**config.mk**
```make
export PLATFORM = sky130hd
export DESIGN_NAME = static_run_mute
export DESIGN_NICKNAME = d
export VERILOG_FILES = /design/src/rtl/amute_pkg.sv /design/src/rtl/amute_classify.sv /design/src/rtl/amute_run_cnt.sv /design/src/rtl/amute_link.sv /design/src/rtl/amute_ind.sv /design/src/rtl/static_run_mute.sv
export SDC_FILE = /design/constraint.sdc
export NUM_CORES = 1
export LEC_CHECK = 0
export BUFFER_PORTS_ARGS = -buffer_cell sky130_fd_sc_hd__buf_2
export CAP_MARGIN = 20
export CORE_ASPECT_RATIO = 1.75
export CORE_UTILIZATION = 45
export CTS_CLUSTER_SIZE = 16
export DETAILED_ROUTE_END_ITERATION = 8
export PLACE_DENSITY_LB_ADDON = 0.25
export SYNTH_ARGS = -nofsm -noshare
export SYNTH_HDL_FRONTEND = slang
export SYNTH_SLANG_ARGS = --single-unit
```
**constraint.sdc**
```tcl
create_clock -name clk -period 3.7 [get_ports clk]
set_clock_uncertainty 0.05 [all_clocks]
set_input_delay 0.74 -clock clk [delete_from_list [all_inputs] [get_ports clk]]
set_output_delay 0.74 -clock clk [all_outputs]
set_load 0.01 [all_outputs]
```
**src/rtl/amute_pkg.sv**
```systemverilog
package amute_pkg;

   // Which silent value a run is made of
   typedef enum logic {
      LVL_ZERO = 1'b0,
      LVL_ONES = 1'b1
   } static_lvl_e;

   // Result of classifying one sample
   typedef struct packed {
      logic        is_static;
      static_lvl_e lvl;
   } smp_class_t;

endpackage

```
**src/rtl/amute_classify.sv**
```systemverilog
module amute_classify
   import amute_pkg::*;
#(
   parameter int SAMPLE_W    = 24,
   parameter bit DETECT_ONES = 1'b1
) (
   input  logic [SAMPLE_W-1:0] smp,
   output smp_class_t          cls
);

   logic all_zero;
   logic all_ones;

   assign all_zero = (smp == '0);

   // Variant: treat -1 as silence too, or only zero
   if (DETECT_ONES) begin : g_zero_and_ones
      assign all_ones = &smp;
   end else begin : g_zero_only
      assign all_ones = 1'b0;
   end

   always_comb begin
      cls.is_static = all_zero | all_ones;
      cls.lvl       = all_ones ? LVL_ONES : LVL_ZERO;
   end

   // A sample reported as a ones-run must really be all ones
   always_comb begin
      if (cls.is_static && cls.lvl == LVL_ONES) begin
         p_ones_class_r2: assert (smp == {SAMPLE_W{1'b1}});
      end
   end

endmodule

```
**src/rtl/amute_run_cnt.sv**
```systemverilog
module amute_run_cnt
   import amute_pkg::*;
#(
   parameter int RUN_LEN = 8192
) (
   input  logic       clk,
   input  logic       rst_n,
   input  logic       en,
   input  logic       stb,
   input  smp_class_t cls,
   output logic       run_hit
);

   localparam int               CNT_W   = $clog2(RUN_LEN + 1);
   localparam logic [CNT_W-1:0] CNT_MAX = CNT_W'(RUN_LEN);
   localparam logic [CNT_W-1:0] CNT_ONE = CNT_W'(1);

   logic [CNT_W-1:0] cnt;
   static_lvl_e      last;
   logic             same_lvl;

   assign same_lvl = (cls.lvl == last);

   always_ff @(posedge clk or negedge rst_n) begin
      if (!rst_n) begin
         cnt  <= '0;
         last <= LVL_ZERO;
      end else if (!en) begin
         cnt  <= '0;
         last <= LVL_ZERO;
      end else if (stb) begin
         if (!cls.is_static) begin
            cnt <= '0;
         end else if (cnt != '0 && !same_lvl) begin
            cnt  <= CNT_ONE;
            last <= cls.lvl;
         end else begin
            last <= cls.lvl;
            if (cnt != CNT_MAX) cnt <= cnt + CNT_ONE;
         end
      end
   end

   assign run_hit = (cnt == CNT_MAX);

   p_bound_r5: assert property (@(posedge clk) disable iff (!rst_n)
      cnt <= CNT_MAX);
   p_sat_r5: assert property (@(posedge clk) disable iff (!rst_n)
      (en && stb && cls.is_static && same_lvl && run_hit) |=> run_hit);
   p_clear_r3: assert property (@(posedge clk) disable iff (!rst_n)
      (en && stb && !cls.is_static) |=> (cnt == '0));
   p_restart_r4: assert property (@(posedge clk) disable iff (!rst_n)
      (en && stb && cls.is_static && cnt != '0 && !same_lvl) |=> (cnt == CNT_ONE));
   p_hold_r10: assert property (@(posedge clk) disable iff (!rst_n)
      (en && !stb) |=> $stable(cnt));
   p_off_r9: assert property (@(posedge clk) disable iff (!rst_n)
      !en |=> (cnt == '0));
   p_rise_r2: assert property (@(posedge clk) disable iff (!rst_n)
      $rose(run_hit) |-> $past(en && stb && cls.is_static));

endmodule

```
**src/rtl/amute_link.sv**
```systemverilog
module amute_link #(
   parameter int NUM_CH = 2
) (
   input  logic              clk,
   input  logic              rst_n,
   input  logic              en,
   input  logic              link,
   input  logic [NUM_CH-1:0] hit,
   output logic [NUM_CH-1:0] req
);

   logic any_hit;

   assign any_hit = |hit;

   always_comb begin
      if (!en)       req = '0;
      else if (link) req = {NUM_CH{any_hit}};
      else           req = hit;
   end

   p_link_r7: assert property (@(posedge clk) disable iff (!rst_n)
      (en && link) |-> (req == '0 || req == {NUM_CH{1'b1}}));
   p_off_r9: assert property (@(posedge clk) disable iff (!rst_n)
      !en |-> (req == '0));
   p_indep_r6: assert property (@(posedge clk) disable iff (!rst_n)
      (en && !link) |-> ((req & ~hit) == '0));

endmodule

```
**src/rtl/amute_ind.sv**
```systemverilog
module amute_ind #(
   parameter int NUM_CH     = 2,
   parameter bit ACTIVE_LOW = 1'b1
) (
   input  logic [NUM_CH-1:0] req,
   output logic [NUM_CH-1:0] ind
);

   if (ACTIVE_LOW) begin : g_act_low
      assign ind = ~req;
   end else begin : g_act_high
      assign ind = req;
   end

endmodule

```
**src/rtl/static_run_mute.sv**
```systemverilog
module static_run_mute
   import amute_pkg::*;
#(
   parameter int SAMPLE_W       = 24,
   parameter int NUM_CH         = 2,
   parameter int RUN_LEN        = 8192,
   parameter bit DETECT_ONES    = 1'b1,
   parameter bit IND_ACTIVE_LOW = 1'b1
) (
   input  logic                       clk,
   input  logic                       rst_n,
   input  logic                       det_en,
   input  logic                       link_mutes,
   input  logic                       frame_stb,
   input  logic [NUM_CH*SAMPLE_W-1:0] smp_bus,
   output logic [NUM_CH-1:0]          mute_req,
   output logic [NUM_CH-1:0]          mute_ind
);

   if (SAMPLE_W < 2) begin : g_bad_width
      $error("SAMPLE_W must be at least 2");
   end
   if (NUM_CH < 1) begin : g_bad_ch
      $error("NUM_CH must be at least 1");
   end
   if (RUN_LEN < 2) begin : g_bad_run
      $error("RUN_LEN must be at least 2");
   end

   logic [NUM_CH-1:0] hit;

   for (genvar c = 0; c < NUM_CH; c++) begin : g_ch
      smp_class_t cls;

      amute_classify #(
         .SAMPLE_W    (SAMPLE_W),
         .DETECT_ONES (DETECT_ONES)
      ) u_cls (
         .smp (smp_bus[c*SAMPLE_W +: SAMPLE_W]),
         .cls (cls)
      );

      amute_run_cnt #(
         .RUN_LEN (RUN_LEN)
      ) u_cnt (
         .clk     (clk),
         .rst_n   (rst_n),
         .en      (det_en),
         .stb     (frame_stb),
         .cls     (cls),
         .run_hit (hit[c])
      );
   end

   amute_link #(
      .NUM_CH (NUM_CH)
   ) u_link (
      .clk   (clk),
      .rst_n (rst_n),
      .en    (det_en),
      .link  (link_mutes),
      .hit   (hit),
      .req   (mute_req)
   );

   amute_ind #(
      .NUM_CH     (NUM_CH),
      .ACTIVE_LOW (IND_ACTIVE_LOW)
   ) u_ind (
      .req (mute_req),
      .ind (mute_ind)
   );

   // Pin and request agree on every channel
   p_pin_r8: assert property (@(posedge clk) disable iff (!rst_n)
      $countones(mute_ind ^ mute_req) == (IND_ACTIVE_LOW ? NUM_CH : 0));
   // Quiet out of reset
   p_reset_r1: assert property (@(posedge clk)
      !rst_n |-> (mute_req == '0));

endmodule

```
======== Yosys cells after proc, flatten, opt, wreduce, memory -nomap -nowiden ========
Index checks and enable logic that the tools add are counted.
Widths: inputs -> output; s select.
storage, ports and cells
  output and inout bits ................... 4
  register bits ........................... 30
  input port bits ......................... 53
operators by class
  eq/ne operators ......................... 11
  reductions and logical operators ........ 15
  $add $sub $neg .......................... 2
  multiplexer cells ....................... 20
  bitwise logic cells ..................... 3
operators with widths
  kind                   number
  $mux 14                10
  $logic_not 24->1       2
  $reduce_and 24->1      2
  $add 14x1->14 const B  2
  $eq 14x14->1 const B   2
  $ne 14x14->1 const B   2
  $reduce_bool 14->1     2
  $mux 1                 8
  $ne 4x4->1 const B     2
  $reduce_and 2->1       4
  $ne 2x1->1 const B     3
  $mux 2                 2
  $eq 1x1->1             2
  $logic_and 1x1->1      2
  $logic_not 1->1        2
  $not 2->2              1
  $or 1x1->1             2
  $reduce_or 2->1        1

======== Logic depth before layout (Yosys ltp) ========
Gate-level depths: netlist of the first run.
  word-level depth ........................ 9
  gate-level depth with buffers ........... 9

======== Modules after synthesis ========
Synthesis of the first run repeated with hierarchy kept, for this count alone.
second synthesis, totals
  cells, all modules ...................... 250
  area, all modules ....................... 2,074.5 sq um
modules (own cells, without submodules)
  module          area each (sq um)  instances  cells each  sequential area each (sq um)
  amute_run_cnt   904.6              2          104         375.4
  amute_classify  117.6              2          18          0.0
  amute_link      22.5               1          4           0.0
  amute_ind       7.5                1          2           0.0

======== Worst setup path before layout of the first run ========
No wires, ideal clock.
  path type ............................... reg-to-output
  start point ............................. register g_ch[1].u_cnt.cnt[0]
  end point ............................... output port mute_ind[0]
  path buffers ............................ 0
  arrival time ............................ 2.028 ns
  path slack .............................. 0.882 ns
  cell stages (with the launch flop) ...... 9
  path through ............................ dfrtp_1 inv_1 ha_1 or4b_1 or3_1 nor2_2 nand2_1 a21oi_1 inv_1
on the way
  cells in the longest elaborated chain, start to end .. 5
RTL lines
  element                 RTL line               source
  from (decl)             amute_run_cnt.sv:18    logic [CNT_W-1:0] cnt;
  from (signal assigned)  amute_run_cnt.sv:39    if (cnt != CNT_MAX) cnt <= cnt + CNT_ONE;
  $eq 14x14->1            amute_run_cnt.sv:44    assign run_hit = (cnt == CNT_MAX);
  $reduce_or 2->1         amute_link.sv:14       assign any_hit = |hit;
  $mux 2                  amute_link.sv:18       else if (link) req = {NUM_CH{any_hit}};
  $mux 2                  amute_link.sv:17       if (!en) req = '0;
  net mute_req[0]         static_run_mute.sv:16  output logic [NUM_CH-1:0] mute_req,
  $not 2->2               amute_ind.sv:10        assign ind = ~req;
  to (decl)               static_run_mute.sv:17  output logic [NUM_CH-1:0] mute_ind
The timed path passes the listed nets, and every way through them passes these cells.

======== Final worst setup path of the first run ========
  start point ............................. register g_ch[1].u_cnt.cnt[0]
  end point ............................... output port mute_ind[0]
on the way
  cells in the longest elaborated chain, start to end .. 5
RTL lines
  element          RTL line
  $eq 14x14->1     amute_run_cnt.sv:44
  $reduce_or 2->1  amute_link.sv:14
  $mux 2           amute_link.sv:18
  $mux 2           amute_link.sv:17
  $not 2->2        amute_ind.sv:10
Every way passes these cells.

==> results.md, run 1 <==
* Pins Over Slew Limit at 0
* H-Tree Depth at 2
* Worst-Skew Late Latency at about 0.30 ns
* Setup WS post-layout at between 0.3 and 0.4 ns
* CTS Root Cell: clkbuf_8
* DR pass1 iterations at 4
* GP Congestion at about 0.90
* Die Y at ~95 um
* Total track usage at between 20% and 30%
* Share of cells above drive strength 1 at approximately 26%
* Period Utilization, post-route at roughly nine tenths
* Nets at between 300 and 400
* RSZ-0062 raised after global routing: false
* Post-Route WL at 6.00 mm
* R2R setup slack at ~0.82 ns
* Routed vias/inst at 6.29
* Crit path arrival time at ~2.5 ns
* Top cells by count, synth: 30 x dfrtp_1, 20 x nand4_1, 19 x nand2_1, 19 x nor2_1, 19 x nor4_1
* Async SR Flop Fraction at 100%
* Largest net degree at the start of global routing at 31
* Setup-failing EPs final at 0
* Fin area at 0.00267 mm2
* Hold Path Class: in2async
* FF/Latch Area at around 750 um2
* Cts hold-fix bufs at 0
* Measured slew at the worst slew-check pin at 0.687 ns
* Reg-to-Reg End: g_ch[0].u_cnt.cnt[5]
* Initial antenna violation count at 0
* DRT antenna net count at 0
* Slowest cell on crit path: dfrtp_1
* Crit-path leading delay family: simple AND/OR/NAND/NOR gates
* Die Width at approximately 55 um
* Vias post-DR at 2327
* CTS Sinks at 30
* Slew margin rel. at 54.2%
* DRC errors left at 0
* VDD IR max at 0.000252 V
* Multi-input gate area at 0.00142 mm2
* Synthesized area per cell at 8.65 um2
* Req. time, crit path at roughly 2.9 ns
* Leakage power at ~1.2 nW
* Post-CTS setup buffer count at 0
* P&R area growth vs syn at 19.2%
* Max FO, Critical Path at 6
* Final min period at approximately 3.3 ns
* Ys flop type: dfrtp_1
* Number of global-route vias before repair at between 2000 and 2500
* Post-synthesis sequential element count at 30
* Power Total at ~0.73 mW
* CP startpoint kind: register
* Starting DRC count in detailed routing at 100
* Post-detailed-route wirelength per cell at about 16 um
* CP most frequent cell: inv_1
* Syn Inst Count at between 200 and 300
* Total die area at roughly 0.0053 mm2
* PortBufs at 56
* FF-to-FF Start: g_ch[0].u_cnt.cnt[0]
* Clock Tree Buf Depth at 2
* IO Count at between 50 and 60
* Num rows at 33
* Clk slew on worst S/H paths at around 0.07 ns
* N_diodes at 0
* CTS tree: done
* YS warnings at 0
* DPL Wire Length at roughly 4.5 mm
* Post_cts resized at 0
* Crit path buffers/inverters at 3
* Worst Setup End Kind: primary output
* Count leader, synth: dfrtp_1
* TritonCTS Buffers at 5
* Crit path kind: reg2out
* Dominant cell type by area after synthesis: dfrtp_1
* Critical Path, Cell by Cell: inv_1 > ha_1 > or4b_1 > or3_1 > nor2_2 > nand2_1 > a21oi_1 > inv_1 > buf_2
* Grt ovf at 0
* Pre-CTS WS at 0.675 ns
* Area post-placement at 0.00256 mm2
* P per Cell Area at between 200 and 300 mW/mm2
* Slowest stage delay, CP at roughly 0.43 ns
* Placeable Area at between 0.004 and 0.005 mm2
* Post-Syn Area at roughly 0.0022 mm2
* Launch point of the worst path: g_ch[1].u_cnt.cnt[0]
* Synth top area cells: dfrtp_1 34%, nand4_1 5.6%, nor4_1 5.3%
* Status: finished clean
* Number of synthesized flops with an enable pin at 0
* Synth top area share at 33.5%
* Post-synthesis cell type count at 53
* Filler cells at about 430
* Sequential area share after synthesis at between 30% and 40%
* Syn nets at ~320
* Max cap viols at 0
* Hold Violations, Final at 0
* Wire length of the first global-routing pass at 10.2 mm
* Fmax at just over 0.3 GHz
* Initial Util at 47.2%
* Setup tns final at 0 ns
* Worst reg-to-reg path cell count at 8
[layer usage]
layer	up-vias	wire, um	global-route usage, %
li1	1152	-	-
met1	1115	2450	24.9
met2	42	3230	46.8
met3	18	130	3.93
met4	0	194	12.9
met5	-	0	0
[report_power, final]
part           total [mW]  internal, mW  switching (mW)
logic              0.0613        0.0270          0.0344
registers           0.328         0.328   0.00000000741
clock network       0.340         0.198           0.142
[layout by cell type (no fill, tap or decap), types with 7 or more instances in the layout]
cell,n
a22o_2,7
o31ai_1,7
inv_1,10
nand4_1,20
nand3_1,10
dfrtp_1,30
nor2_1,19
buf_2,56
and2_1,8
nor4_1,19
nor3_1,8
and3_1,13
nand2_1,19
[area by class of cell]
| type | instances | share of cell area (%) |
|---|---|---|
| Inverter | 10 | 1.41 |
| Multi-Input combinational cell | 213 | 53.2 |
| Clock buffer | 5 | 2.58 |
| Clock inverter | 3 | 1.50 |
| Tap cell | 52 | 2.44 |
| Sequential cell | 30 | 28.1 |
| Timing Repair Buffer | 57 | 10.8 |
[flip-flops by register name (all words and copies together), names as in the netlist]
| name | cells |
|---|---|
| g_ch.u_cnt.cnt | 28 |
| g_ch.u_cnt.last | 2 |
[how the worst max path moves through the flow]
stage                                 to  depth (start not counted)
finish                       mute_ind[0]                          9
global route                 mute_ind[0]                          9
CTS                          mute_ind[0]                          9
detailed placement  g_ch[0].u_cnt.cnt[5]                          7
global placement    g_ch[0].u_cnt.cnt[5]                          7
floorplan                    mute_ind[0]                          8
[cells by family (layout without fill, tap and decap cells)]
group,count (synthesis),in the layout,share of synthesized area (%)
compound gates,68,68,25.0
mux,1,1,0.502
flops,30,30,33.5
buf+inv,16,75,3.13
fa+ha+maj,4,4,2.23
simple gates,140,140,35.6
[per-stage QoR]
step / hold WS, ns / instances / utilization, %
floorplan: 0.394 / 259 / -
global placement: 0.464 / 362 / 53.9
detailed placement: 0.470 / 362 / 53.9
CTS: 0.453 / 370 / 56.2
global route: 0.490 / 370 / 56.2
finish: 0.428 / 370 / 56.2
Note: power is estimated with default switching activity, not from simulation.
==> inputs of run 2 (changes only) <==
Settings changed: PLACE_DENSITY_LB_ADDON 0.25 to 0.1.
==> results.md, run 2 (synthesis results as in run 1) <==
* PortBufs at 56 (unchanged)
* Hold Violations, Final at 0 (unchanged)
* Initial antenna violation count at 0 (unchanged)
* Setup tns final at 0 ns (unchanged)
* Fin area at 0.00266 mm2 (was 0.00267 mm2)
* Clock Tree Buf Depth at 2 (unchanged)
* Filler cells at 464 (was 434)
* Starting DRC count in detailed routing at 105 (was 100)
* Regs by FF count: g_ch.u_cnt.cnt (28), g_ch.u_cnt.last (2) (unchanged)
* N_diodes at 0 (unchanged)
* Post-detailed-route wirelength per cell at 16.4 um (was 16.2 um)
* Worst-Skew Late Latency at 0.29 ns (was 0.30 ns)
* Total track usage at 25.6% (was 24.4%)
* Placeable Area at 0.00475 mm2 (unchanged)
* Die Y at 95.4 um (unchanged)
* Area post-placement at 0.00256 mm2 (unchanged)
* VDD IR max at 0.000210 V (was 0.000252 V)
* Post-CTS setup buffer count at 0 (unchanged)
* IO Count at 57 (unchanged)
* Pins Over Slew Limit at 0 (unchanged)
* DRC errors left at 0 (unchanged)
* Req. time, crit path at 2.91 ns (about the same)
* Status: finished clean (unchanged)
* Number of global-route vias before repair at 2339 (was 2321)
* Most common cell after layout, fill and taps aside: buf_2 (unchanged)
* P per Cell Area at 252 mW/mm2 (was 273 mW/mm2)
* Fmax at 0.301 GHz (was 0.303 GHz)
* Routed vias/inst at 6.29 (about the same)
* CTS Root Cell: clkbuf_8 (unchanged)
* Most frequent cells in the layout: 56 x buf_2, 30 x dfrtp_1, 20 x nand4_1 (unchanged)
* Die Width at 55.3 um (unchanged)
* Post_cts resized at 0 (unchanged)
* Max cap viols at 0 (unchanged)
* DRT antenna net count at 0 (unchanged)
* P&R area growth vs syn at 18.5% (was 19.2%)
* Total die area at 0.00528 mm2 (unchanged)
* GP Congestion at 0.780 (was 0.901)
* Max FO, Critical Path at 6 (unchanged)
* Crit path arrival time at 2.53 ns (was 2.51 ns)
* Initial Util at 47.2% (unchanged)
* Crit path kind: reg2out (unchanged)
* Nets at 374 (unchanged)
* Biggest register: g_ch.u_cnt.cnt (unchanged)
* Vias post-DR at 2326 (was 2327)
* Pre-CTS WS at 0.619 ns (was 0.675 ns)
* CP startpoint kind: register (unchanged)
* DR pass1 iterations at 4 (unchanged)
* RSZ-0062 raised after global routing: false (unchanged)
* CTS Sinks at 30 (unchanged)
* TritonCTS Buffers at 5 (unchanged)
* Largest net degree at the start of global routing at 31 (unchanged)
* Share of cells above drive strength 1 at 25.8% (unchanged)
* Worst Setup End Kind: primary output (unchanged)
* Grt ovf at 0 (unchanged)
* Largest register FFs at 28 (unchanged)
* CTS tree: done (unchanged)
* Setup-failing EPs final at 0 (unchanged)
* Cts hold-fix bufs at 0 (unchanged)
* Period Utilization, post-route at 89.8% (was 89.3%)
* Post-Route WL at 6.08 mm (was 6.00 mm)
* Measured slew at the worst slew-check pin at 0.721 ns (was 0.687 ns)
* Num rows at 33 (unchanged)
* DPL Wire Length at 4.67 mm (was 4.55 mm)
* H-Tree Depth at 2 (unchanged)
* Slew margin rel. at 51.9% (was 54.2%)
* Hold Path Class: in2async (unchanged)
* Utilization after layout at 55.9% (was 56.2%)
* Leakage power at 1.19 nW (was 1.20 nW)
* Final min period at 3.32 ns (was 3.30 ns)
* Clk slew on worst S/H paths at 0.06 ns (was 0.07 ns)
* Wire length of the first global-routing pass at 10.7 mm (was 10.2 mm)
* Setup WS post-layout at 0.379 ns (was 0.396 ns)
## run 2: cell count changes in the layout (fill, tap and decap cells not counted), sizes merged
| cell | change |
|---|---|
| clkbuf | +1 |
| bufinv | -1 |
| clkinvlp | +1 |
| clkinv | -1 |
## run 2: where the power goes
group          leakage [nW]  switching [mW]  internal (mW)
sequential            0.419   0.00000000795          0.328
clock                0.0472           0.131          0.149
combinational         0.722          0.0347         0.0269
## run 2: worst paths after layout
check / end / slack [ns] / startpoint / cells past startpoint
max: mute_ind[0] / 0.38 / g_ch[1].u_cnt.cnt[0] / 9
min: g_ch[1].u_cnt.cnt[0] / 0.46 / rst_n / 1
max reg2reg: g_ch[0].u_cnt.cnt[3] / 0.72 / g_ch[0].u_cnt.cnt[0] / 8
min reg2reg: g_ch[0].u_cnt.cnt[3] / 0.51 / g_ch[0].u_cnt.cnt[3] / 1
max in group asynchronous: g_ch[0].u_cnt.cnt[7] / 2.68 / rst_n / 1
min in group clk: g_ch[0].u_cnt.cnt[3] / 0.51 / g_ch[0].u_cnt.cnt[3] / 1
## run 2: critical path, cell delays in order, from the launching register on
cell and delay (ns):
dfrtp_1 0.44, inv_1 0.10, ha_1 0.16, or4b_1 0.43, or3_1 0.39, nor2_2 0.19, nand2_1 0.07, a21oi_1 0.25
inv_1 0.07, buf_2 0.14
## run 2: routing by layer
metal | global-route usage [%] | share of wire [%]
met4 | 10.2 | 1.2
met2 | 49.1 | 56
met5 | 0 | 0
met3 | 4.07 | 2.2
met1 | 27.7 | 40
## run 2: layout make-up
type	instances	area (um2)	share of cell area [%]
Clock inverter	2	12.5	0.471
Sequential cell	30	751	28.3
Multi-Input combinational cell	213	1420	53.5
Tap cell	52	65.1	2.45
Clock buffer	6	82.6	3.11
Inverter	10	37.5	1.41
Timing Repair Buffer	57	288	10.8
## run 2: stage by stage
stage | instances | hold slack [ns] | power (mW)
6_report | 370 | 0.456 | 0.670
2_1_floorplan | 259 | 0.394 | 0.351
5_1_grt | 370 | 0.511 | 0.700
3_3_place_gp | 362 | 0.480 | 0.394
3_5_place_dp | 362 | 0.486 | 0.396
4_1_cts | 370 | 0.480 | 0.677
